`src/rtl/mo_pkg.sv`:
```
package mo_pkg;

  typedef enum logic [2:0] {
    K_FETCH = 3'd0,
    K_READ  = 3'd1,
    K_WRITE = 3'd2,
    K_MB    = 3'd3,
    K_IMB   = 3'd4
  } kind_e;

  // Kinds that go over the data side of memory (everything but fetches).
  function automatic logic data_side(input kind_e k);
    return k != K_FETCH;
  endfunction

  function automatic logic is_barrier(input kind_e k);
    return (k == K_MB) || (k == K_IMB);
  endfunction

  // 1 when a younger access of kind yk must stay behind an older access of
  // kind ok; same_q tells whether the two addresses share a quadword.
  function automatic logic must_follow(input kind_e ok, input kind_e yk,
                                       input logic same_q);
    if (ok == K_IMB || yk == K_IMB) return 1'b1;
    if (ok == K_MB)  return yk != K_FETCH;
    if (yk == K_MB)  return ok != K_FETCH;
    if (!same_q)     return 1'b0;
    if (ok == K_WRITE && yk == K_FETCH) return 1'b0;
    return (ok == K_WRITE) || (yk == K_WRITE);
  endfunction

endpackage

```
`src/rtl/mo_slots.sv`:
```
// Collapsing entry store: slot 0 is always the oldest pending entry.
module mo_slots
  import mo_pkg::*;
#(
  parameter int DEPTH      = 8,
  parameter int AW         = 32,
  parameter int DW         = 64,
  parameter int WAIT_LIMIT = 64,
  localparam int IW   = $clog2(DEPTH),
  localparam int CNTW = $clog2(DEPTH + 1),
  localparam int CW   = $clog2(WAIT_LIMIT + 1)
) (
  input  logic                       clk,
  input  logic                       rst_n,
  input  logic                       push,
  input  kind_e                      push_kind,
  input  logic [AW-1:0]              push_addr,
  input  logic [DW-1:0]              push_data,
  input  logic                       pop,
  input  logic [IW-1:0]              pop_idx,
  output logic [CNTW-1:0]            count,
  output logic [DEPTH-1:0]           vld,
  output kind_e [DEPTH-1:0]          kinds,
  output logic [DEPTH-1:0][AW-1:0]   addrs,
  output logic [DEPTH-1:0][DW-1:0]   datas,
  output logic [DEPTH-1:0][CW-1:0]   waits
);

  logic [CNTW-1:0]          count_q, count_d, keep_cnt;
  kind_e [DEPTH-1:0]        kind_q, kind_d;
  logic [DEPTH-1:0][AW-1:0] addr_q, addr_d;
  logic [DEPTH-1:0][DW-1:0] data_q, data_d;
  logic [DEPTH-1:0][CW-1:0] wait_q, wait_d;

  function automatic logic [CW-1:0] wait_step(input logic [CW-1:0] w);
    return (w == CW'(WAIT_LIMIT)) ? w : w + 1'b1;
  endfunction

  assign keep_cnt = count_q - CNTW'(pop);
  assign count_d  = keep_cnt + CNTW'(push);

  always_comb begin
    kind_d = kind_q;
    addr_d = addr_q;
    data_d = data_q;
    wait_d = wait_q;
    for (int i = 0; i < DEPTH; i++) begin
      int src;
      src = (pop && i >= int'(pop_idx)) ? i + 1 : i;
      if (i < int'(keep_cnt)) begin
        kind_d[i] = kind_q[src];
        addr_d[i] = addr_q[src];
        data_d[i] = data_q[src];
        wait_d[i] = wait_step(wait_q[src]);
      end else if (push && i == int'(keep_cnt)) begin
        kind_d[i] = push_kind;
        addr_d[i] = push_addr;
        data_d[i] = push_data;
        wait_d[i] = '0;
      end
    end
  end

  always_ff @(posedge clk) begin
    if (!rst_n) begin
      count_q <= '0;
      kind_q  <= {DEPTH{K_FETCH}};
      addr_q  <= '0;
      data_q  <= '0;
      wait_q  <= '0;
    end else begin
      count_q <= count_d;
      kind_q  <= kind_d;
      addr_q  <= addr_d;
      data_q  <= data_d;
      wait_q  <= wait_d;
    end
  end

  generate
    for (genvar g = 0; g < DEPTH; g++) begin : g_vld
      assign vld[g] = CNTW'(g) < count_q;
    end
  endgenerate

  assign count = count_q;
  assign kinds = kind_q;
  assign addrs = addr_q;
  assign datas = data_q;
  assign waits = wait_q;

endmodule

```
`src/rtl/mo_order_matrix.sv`:
```
// Pairwise ordering check: an entry is blocked by any older pending entry it
// must follow, and held when memory pauses its side.
module mo_order_matrix
  import mo_pkg::*;
#(
  parameter int DEPTH = 8,
  parameter int QW    = 29
) (
  input  logic [DEPTH-1:0]         vld,
  input  kind_e [DEPTH-1:0]        kinds,
  input  logic [DEPTH-1:0][QW-1:0] quads,
  input  logic                     hold_fetch,
  input  logic                     hold_data,
  output logic [DEPTH-1:0]         blocked,
  output logic [DEPTH-1:0]         held,
  output logic [DEPTH-1:0]         elig
);

  generate
    for (genvar j = 0; j < DEPTH; j++) begin : g_young
      logic [DEPTH-1:0] dep;
      for (genvar i = 0; i < DEPTH; i++) begin : g_old
        if (i < j) begin : g_pair
          assign dep[i] = vld[i] &&
                          must_follow(kinds[i], kinds[j], quads[i] == quads[j]);
        end else begin : g_none
          assign dep[i] = 1'b0;
        end
      end
      assign blocked[j] = |dep;
      assign held[j]    = data_side(kinds[j]) ? hold_data : hold_fetch;
      assign elig[j]    = vld[j] && !blocked[j] && !held[j];
    end
  endgenerate

endmodule

```
`src/rtl/mo_pick.sv`:
```
// Selects the entry to offer: oldest urgent write, else oldest eligible.
module mo_pick
  import mo_pkg::*;
#(
  parameter int DEPTH      = 8,
  parameter int WAIT_LIMIT = 64,
  localparam int IW = $clog2(DEPTH),
  localparam int CW = $clog2(WAIT_LIMIT + 1)
) (
  input  logic [DEPTH-1:0]         elig,
  input  kind_e [DEPTH-1:0]        kinds,
  input  logic [DEPTH-1:0][CW-1:0] waits,
  output logic [DEPTH-1:0]         urgent,
  output logic [DEPTH-1:0]         pick_vec,
  output logic [IW-1:0]            pick_idx,
  output logic                     any
);

  logic [DEPTH-1:0] pool;

  function automatic logic [DEPTH-1:0] lowest_one(input logic [DEPTH-1:0] v);
    return v & (~v + 1'b1);
  endfunction

  function automatic logic [IW-1:0] index_of(input logic [DEPTH-1:0] oh);
    logic [IW-1:0] r;
    r = '0;
    for (int i = 0; i < DEPTH; i++) begin
      if (oh[i]) r = IW'(i);
    end
    return r;
  endfunction

  generate
    for (genvar g = 0; g < DEPTH; g++) begin : g_urg
      assign urgent[g] = elig[g] && (kinds[g] == K_WRITE) &&
                         (waits[g] >= CW'(WAIT_LIMIT));
    end
  endgenerate

  assign pool     = (|urgent) ? urgent : elig;
  assign pick_vec = lowest_one(pool);
  assign pick_idx = index_of(pick_vec);
  assign any      = |elig;

endmodule

```
`src/rtl/mem_order_queue.sv`:
```
module mem_order_queue
  import mo_pkg::*;
#(
  parameter int DEPTH      = 8,
  parameter int AW         = 32,
  parameter int DW         = 64,
  parameter int WAIT_LIMIT = 64,
  localparam int IW   = $clog2(DEPTH),
  localparam int CNTW = $clog2(DEPTH + 1),
  localparam int CW   = $clog2(WAIT_LIMIT + 1),
  localparam int QW   = AW - 3
) (
  input  logic          clk,
  input  logic          rst_n,
  input  logic          enq_valid,
  output logic          enq_ready,
  input  logic [2:0]    enq_kind,
  input  logic [AW-1:0] enq_addr,
  input  logic [DW-1:0] enq_data,
  input  logic          hold_fetch,
  input  logic          hold_data,
  output logic          iss_valid,
  input  logic          iss_ready,
  output logic [2:0]    iss_kind,
  output logic [AW-1:0] iss_addr,
  output logic [DW-1:0] iss_data
);

  // Named internal events, visible to the bound checker.
  logic                     push_fire, pop_fire;
  logic [CNTW-1:0]          count;
  logic [DEPTH-1:0]         vld, blocked, held, elig, urgent, pick_vec;
  logic [IW-1:0]            pick_idx;
  logic                     any_elig;
  kind_e [DEPTH-1:0]        kinds;
  logic [DEPTH-1:0][AW-1:0] addrs;
  logic [DEPTH-1:0][DW-1:0] datas;
  logic [DEPTH-1:0][CW-1:0] waits;
  logic [DEPTH-1:0][QW-1:0] quads;
  kind_e                    sel_kind;

  assign enq_ready = count < CNTW'(DEPTH);
  assign push_fire = enq_valid && enq_ready;
  assign pop_fire  = iss_valid && iss_ready;

  mo_slots #(
    .DEPTH(DEPTH), .AW(AW), .DW(DW), .WAIT_LIMIT(WAIT_LIMIT)
  ) u_slots (
    .clk       (clk),
    .rst_n     (rst_n),
    .push      (push_fire),
    .push_kind (kind_e'(enq_kind)),
    .push_addr (enq_addr),
    .push_data (enq_data),
    .pop       (pop_fire),
    .pop_idx   (pick_idx),
    .count     (count),
    .vld       (vld),
    .kinds     (kinds),
    .addrs     (addrs),
    .datas     (datas),
    .waits     (waits)
  );

  generate
    for (genvar g = 0; g < DEPTH; g++) begin : g_quad
      assign quads[g] = addrs[g][AW-1:3];
    end
  endgenerate

  mo_order_matrix #(.DEPTH(DEPTH), .QW(QW)) u_matrix (
    .vld        (vld),
    .kinds      (kinds),
    .quads      (quads),
    .hold_fetch (hold_fetch),
    .hold_data  (hold_data),
    .blocked    (blocked),
    .held       (held),
    .elig       (elig)
  );

  mo_pick #(.DEPTH(DEPTH), .WAIT_LIMIT(WAIT_LIMIT)) u_pick (
    .elig     (elig),
    .kinds    (kinds),
    .waits    (waits),
    .urgent   (urgent),
    .pick_vec (pick_vec),
    .pick_idx (pick_idx),
    .any      (any_elig)
  );

  assign sel_kind  = kinds[pick_idx];
  assign iss_valid = any_elig;
  assign iss_kind  = sel_kind;
  assign iss_addr  = is_barrier(sel_kind) ? '0 : addrs[pick_idx];
  assign iss_data  = (sel_kind == K_WRITE) ? datas[pick_idx] : '0;

endmodule

```
`config.mk`:
```
export PLATFORM = sky130hd
export DESIGN_NAME = mem_order_queue
export DESIGN_NICKNAME = d
export VERILOG_FILES = /design/src/rtl/mo_pkg.sv /design/src/rtl/mo_slots.sv /design/src/rtl/mo_order_matrix.sv /design/src/rtl/mo_pick.sv /design/src/rtl/mem_order_queue.sv
export SDC_FILE = /design/constraint.sdc
export NUM_CORES = 2
export LEC_CHECK = 0
export BUFFER_PORTS_ARGS = -buffer_cell sky130_fd_sc_hd__buf_2
export CAP_MARGIN = 20
export CORE_MARGIN = 2
export CORE_UTILIZATION = 29
export CTS_BUF_LIST = sky130_fd_sc_hd__clkbuf_8
export CTS_CLUSTER_DIAMETER = 40
export CTS_CLUSTER_SIZE = 28
export DETAILED_ROUTE_END_ITERATION = 12
export HOLD_SLACK_MARGIN = 0.12
export MAX_ROUTING_LAYER = met4
export PLACE_DENSITY_LB_ADDON = 0.15
export SETUP_SLACK_MARGIN = 0.1
export SLEW_MARGIN = 20
export SYNTH_ARGS = -nofsm -noshare
export SYNTH_HDL_FRONTEND = slang
export SYNTH_HIERARCHICAL = 1
export SYNTH_SLANG_ARGS = --single-unit
```
`constraint.sdc`:
```
create_clock -name clk -period 8.3 [get_ports clk]
set_clock_uncertainty 0.15 [all_clocks]
set_input_delay 1.245 -clock clk [delete_from_list [all_inputs] [get_ports clk]]
set_output_delay 1.245 -clock clk [all_outputs]
set_load 0.02 [all_outputs]
```
---- Word level (Yosys, flattened, before mapping) ----
Cells that the tools add are included.
word-level totals
  flip-flop bits (word level) ............. 852
  word-level logic and storage cells ...... 1,217
  output and inout bits ................... 101
operators by class
  equal/unequal tests ..................... 70
  multiplexer cells ....................... 852
  order comparisons ....................... 41
  reduce and logical (&&, ||, !) cells .... 208
  bitwise gates (word level) .............. 2
  add/sub/neg operators ................... 11
operators with widths
  kind                                                                           count
  64-bit two-way mux                                                             34
  64-bit binary-select mux with 3-bit select                                     9
  32-bit two-way mux                                                             34
  32-bit binary-select mux with 3-bit select                                     9
  29-bit == test                                                                 28
  1-bit two-way mux                                                              665
  7-bit two-way mux                                                              40
  32-bit by 5-bit less-than comparator with 1-bit output, second input constant  8
  7-bit binary-select mux with 3-bit select                                      8
  3-bit two-way mux                                                              38
  1-bit logical AND                                                              104
  3-bit binary-select mux with 3-bit select                                      9
  1-bit logical OR                                                               57
  7-bit by 1-bit adder with 7-bit output, second input constant                  8
  7-bit == test, second input constant                                           8
  7-bit greater-or-equal comparator, second input constant                       8
  3-bit by 2-bit == test with 1-bit output, second input constant                18
  3-bit by 4-bit less-than comparator with 1-bit output, first input constant    8
  3-bit == test, second input constant                                           9
  3-bit nonzero test                                                             8
  3-bit zero test                                                                7
  4-bit == test, first input constant                                            4
  1-bit by 4-bit less-than comparator with 1-bit output, first input constant    4
  2-bit by 4-bit less-than comparator with 1-bit output, first input constant    4
  25 further kinds                                                               55

---- Depth between registers and ports, before layout ----
  depth in word-level cells ............... 46
  gate-level depth with buffers ........... 28
  depth with buffers taken out ............ 24

---- Hierarchy ----
Netlist, hierarchy kept.
modules (own cells, without submodules)
  module           area each (um^2)  sequential area each (um^2)  times used  cells an instance
  mo_slots         38,827.2          17,056.4                     1           4,418
  mo_order_matrix  11,667.4          0.0                          1           1,588
  mem_order_queue  6,503.7           0.0                          1           475
  mo_pick          461.7             0.0                          1           57

---- Least setup slack after synthesis ----
OpenSTA, ideal clock, no wires.
  kind .................................... flip-flop to output port
  start point ............................. register u_slots.count_q[2], in the netlist u_slots/count[2]
  end point ............................... output iss_addr[10]
  data required time ...................... 6.905 ns
  cell stages (with the launch flop) ...... 24
  arrival ................................. 5.359 ns
  setup slack ............................. 1.546 ns
  cell sequence ........................... dfxtp_1 buf_2 or3_1 nand2b_1 clkbuf_1 o21ai_2 nand3_1 o311ai_1 nand3_1 or4_4 nor3_2 nand4b_1 nor2_2 nor4_4 and3b_2 o221a_1 a211o_1 buf_4 mux4_2 mux2i_1 inv_2 nand2_1 buf_4 o221a_1
RTL lines
  element                                                                           line                   RTL
  start: declaration                                                                mo_slots.sv:29         logic [CNTW-1:0] count_q, count_d, keep_cnt;
  start signal: assignment                                                          mo_slots.sv:72         count_q <= count_d;
  1-bit by 4-bit less-than comparator with 1-bit output (*)                         mo_slots.sv:82         assign vld[g] = CNTW'(g) < count_q;
  via vld[1]                                                                        mem_order_queue.sv:32  logic [DEPTH-1:0] vld, blocked, held, elig, urgent, pick_vec;
  1-bit logical AND (*)                                                             mo_order_matrix.sv:24  assign dep[i] = vld[i] &&
  6-bit OR reduction (*)                                                            mo_order_matrix.sv:30  assign blocked[j] = |dep;
  via blocked[6]                                                                    mem_order_queue.sv:32
  1-bit zero test (*)                                                               mo_order_matrix.sv:32  assign elig[j] = vld[j] && !blocked[j] && !held[j];
  1-bit logical AND (*) (2 in a row)                                                mo_order_matrix.sv:32
  via elig[6]                                                                       mem_order_queue.sv:32
  [... 2 more ...]                                                                  --
  via urgent[6]                                                                     mem_order_queue.sv:32
  [... 5 more ...]                                                                  --
  via pick_vec[3]                                                                   mem_order_queue.sv:32
  [... 1 more ...]                                                                  --
  3-bit two-way mux (*) (4 in a row)                                                mo_pick.sv:29          if (oh[i]) r = IW'(i);
  via pick_idx[0]                                                                   mem_order_queue.sv:33  logic [IW-1:0] pick_idx;
  3-bit binary-select mux with 3-bit select (*)                                     mem_order_queue.sv:92  assign sel_kind = kinds[pick_idx];
  3-bit two-way mux (implied by the code) (*)                                       mem_order_queue.sv:92
  via iss_kind[1]                                                                   mem_order_queue.sv:24  output logic [2:0] iss_kind,
  3-bit by 2-bit == test with 1-bit output / 3-bit == test (equally long branches)  mo_pkg.sv:17           return (k == K_MB) || (k == K_IMB);
  1-bit logical OR (*)                                                              mo_pkg.sv:17
  32-bit two-way mux (*)                                                            mem_order_queue.sv:95  assign iss_addr = is_barrier(sel_kind) ? '0 : addrs[pick_idx];
  end: declaration                                                                  mem_order_queue.sv:25  output logic [AW-1:0] iss_addr,
Mark *: on every way through the listed nets, which the timed path passes. The rest lies on a longest branch. The select of a mux whose other input is x is not followed.

---- Worst setup path in the final report ----
  start point ............................. register u_slots.addr_q, in the netlist u_slots/addrs[176]
  end point ............................... output iss_data[62]
RTL lines
  element                                    line                   RTL
  start: declaration                         mo_slots.sv:31         logic [DEPTH-1:0][AW-1:0] addr_q, addr_d;
  start signal: assignment                   mo_slots.sv:74         addr_q <= addr_d;
  29-bit == test (*)                         mo_order_matrix.sv:25  must_follow(kinds[i], kinds[j], quads[i] == quads[j]);
  1-bit two-way mux (2 in a row)             mo_pkg.sv:27           if (!same_q) return 1'b0;
  1-bit two-way mux                          mo_pkg.sv:26           if (yk == K_MB) return ok != K_FETCH;
  1-bit two-way mux                          mo_pkg.sv:25           if (ok == K_MB) return yk != K_FETCH;
  1-bit two-way mux (*)                      mo_pkg.sv:28           if (ok == K_WRITE && yk == K_FETCH) return 1'b0;
  1-bit two-way mux (*)                      mo_pkg.sv:27
  1-bit two-way mux (*)                      mo_pkg.sv:26
  1-bit two-way mux (*)                      mo_pkg.sv:25
  [... 5 more ...]                           --
  via elig[7]                                mem_order_queue.sv:32
  [... 2 more ...]                           --
  via urgent[7]                              mem_order_queue.sv:32
  [... 5 more ...]                           --
  via pick_vec[3]                            mem_order_queue.sv:32
  2-bit two-way mux (*)                      mo_pick.sv:29
  3-bit two-way mux (*) (4 in a row)         mo_pick.sv:29
  via pick_idx[1]                            mem_order_queue.sv:33
  3-bit binary-select mux with 3-bit select  mem_order_queue.sv:92
  3-bit two-way mux (implied by the code)    mem_order_queue.sv:92
  3-bit by 2-bit == test with 1-bit output   mem_order_queue.sv:96  assign iss_data = (sel_kind == K_WRITE) ? datas[pick_idx] : '0;
  64-bit two-way mux (*)                     mem_order_queue.sv:96
  end: declaration                           mem_order_queue.sv:26  output logic [DW-1:0] iss_data
Marks and branches as above.

==> results.toml <==
[route]
dr_wl_met2_mm = 164
drc = 0
wl_per_cell_um = 38.0
dr.first_iter.drc_count = 7027
wl_met1_mm = 151
dr_wl_met3_mm = 30.9
wirelength_mm = 365
viasPerCell = 6.14
vias = 58900
top_layer_used = "met4"
antenna_left = 0
dr.pass1.iters = 6

[finish]
drive_above_1_share = 0.260
fillers = 20300
nets = 6878
seq_area_um2 = 17200
final_cell_count_no_fill = 9598
multi_input_area_um2 = 37300
syn_to_final_growth_pct = 24.1

[place]
dp.cells = 9187
port_buffers = 205
dp.final_hpwl_mm = 255
gp_congestion = 1.10

[timing]
hold_viol = 0
slew_viol_final = 0
fin_crit_sh = 0.997
max_freq_mhz = 121
tightest_slew_ns = 1.09
slew_headroom = 0.270
layout_min_cycle_time_ns = 8.28
rsz0062_at_grt = "true"
setup-violations-final = 0

[worst_setup_path]
r2r-start = "u_slots/addrs[176]$_SDFFE_PN0P_"
worstSetupPathType = "flop to primary output"
path_max_fanout = 8
crit_path_start_kind = "flop"
rrSetupSlack_ns = 1.31
arrival_ns = 6.88
r2r_end = "u_slots/waits[13]$_SDFFE_PN0P_"
r2r_cells = 26
crit_path_end_kind = "primary output"
crit_required_ns = 6.90
startpoint = "u_slots/addrs[176]$_SDFFE_PN0P_"

[min_path]
hold_end = "u_slots/datas[446]$_SDFFE_PN0P_"
hp-start = "u_slots/datas[510]$_SDFFE_PN0P_"
holdPathStages = 2
hold_path_class = "flop to flop"

[clock_network]
numCtsBuffers = 190
clk_latency_ns = 1.00
hold_buffers = 0
cts_max_path_buffers = 3
cts_tree = "built"
cts.clk_slew.worst_paths_ns = 0.07
htree_levels = 4
clock-sinks = 852
root_buffer = "clkbuf_8"

[global_route]
grt_max_degree = 159
grt_pass1_vias = 55900
antenna_found_initial = 55
overflow = 0
grt_pass1_wl_mm = 490
grt.total_usage = 0.354

[logic_synthesis]
avgSynthCellArea_um2 = 8.79
synthCells = 6529
ys_warn_count = 6
syn-cell-area_um2 = 57400
synth_nets = 6648

[die]
die_y_um = 449
coreArea_um2 = 197000
initial_utilization = 0.291
die_x_um = 449
dieArea_um2 = 202000
io_pins = 206
rows = 163

[flow_run]
cap_violations = 0

[run_status]
status = "finished clean"
## timing repair
action,CTS,global route
pin swaps,7,15
gates resized for setup,77,223
setup buffers,4,7
cloned,0,9
setup endpoints to repair,99,96
## sequential cells by signal, summed over array words and instances, names as in the netlist
signal	count
u_slots/datas	512
u_slots/addrs	256
u_slots/waits	56
u_slots/kinds	24
u_slots/count	4
## how the worst max path moves through the flow
stage / cells past startpoint / endpoint
finish: 21 / iss_data[62]
global route: 21 / iss_data[46]
CTS: 22 / iss_data[57]
detailed placement: 22 / iss_addr[0]
global placement: 22 / iss_addr[2]
floorplan: 23 / iss_addr[10]
## final cells by class
class	count	area share
multi-input cells	4747	0.523
flip-flops and latches	852	0.241
repair buffers	935	0.122
well taps	2640	0.0463
clock buffers	225	0.0434
clock inverters	131	0.0211
inverters	33	0.00184
diodes	35	0.00123
## routing by layer
layer  track usage  vias to the layer above
li1              -                    24600
met1         0.452                    30200
met2         0.540                     3347
met3        0.0681                      784
met4         0.159                        0
met5             -                        -
## layout by cell type, fill, tap and decap left out, types with 35 or more instances in the layout
cell / instances
o21a_1: 129
nand2_1: 825
nor3b_1: 73
a21oi_1: 159
xnor2_1: 514
nor3_1: 208
buf_2: 155
inv_1: 57
buf_12: 133
and2_1: 110
a221o_1: 169
nor4_1: 92
dfxtp_2: 71
clkbuf_8: 225
o211ai_1: 37
or3_1: 66
a221oi_1: 104
dfxtp_1: 779
mux2_2: 40
mux2i_1: 182
nor2_1: 278
a311oi_1: 369
o21ai_0: 41
nand3_1: 84
mux4_2: 198
diode_2: 35
buf_4: 601
xor2_1: 347
nand4_1: 165
o221a_1: 131
## critical path: stages, from the launching register on
cell	delay, ns
dfxtp_2	0.65
buf_4	0.27
xor2_1	0.16
nor4_1	0.77
nand3_1	0.33
nor3_1	0.40
nor4_4	0.12
and4bb_1	0.25
nand4b_1	0.14
nor2_2	0.08
nor4_4	0.27
buf_4	0.18
o21ai_4	0.07
o221a_4	0.29
a211o_4	0.36
mux4_2	0.48
mux2i_4	0.25
nand3_4	0.11
buf_12	0.18
buf_12	0.22
nor2_4	0.12
buf_2	0.17
## stage by stage
step / hold slack, ns / utilization / setup TNS, ns / instance area (um^2) / setup WS, ns
4_1_cts: 0.291 / 0.356 / 0 / 70100 / 0.0955
6_report: 0.312 / 0.362 / 0 / 71300 / 0.0229
5_1_grt: 0.329 / 0.362 / -0.121 / 71300 / -0.0299
3_5_place_dp: 0.326 / 0.331 / 0 / 65200 / 0.262
2_1_floorplan: 0.306 / - / 0 / 57400 / 1.55
3_3_place_gp: 0.319 / 0.331 / 0 / 65200 / 0.181
Power is not shown: default switching activity piles up to over one toggle a cycle in this logic, so the estimate is an artifact.
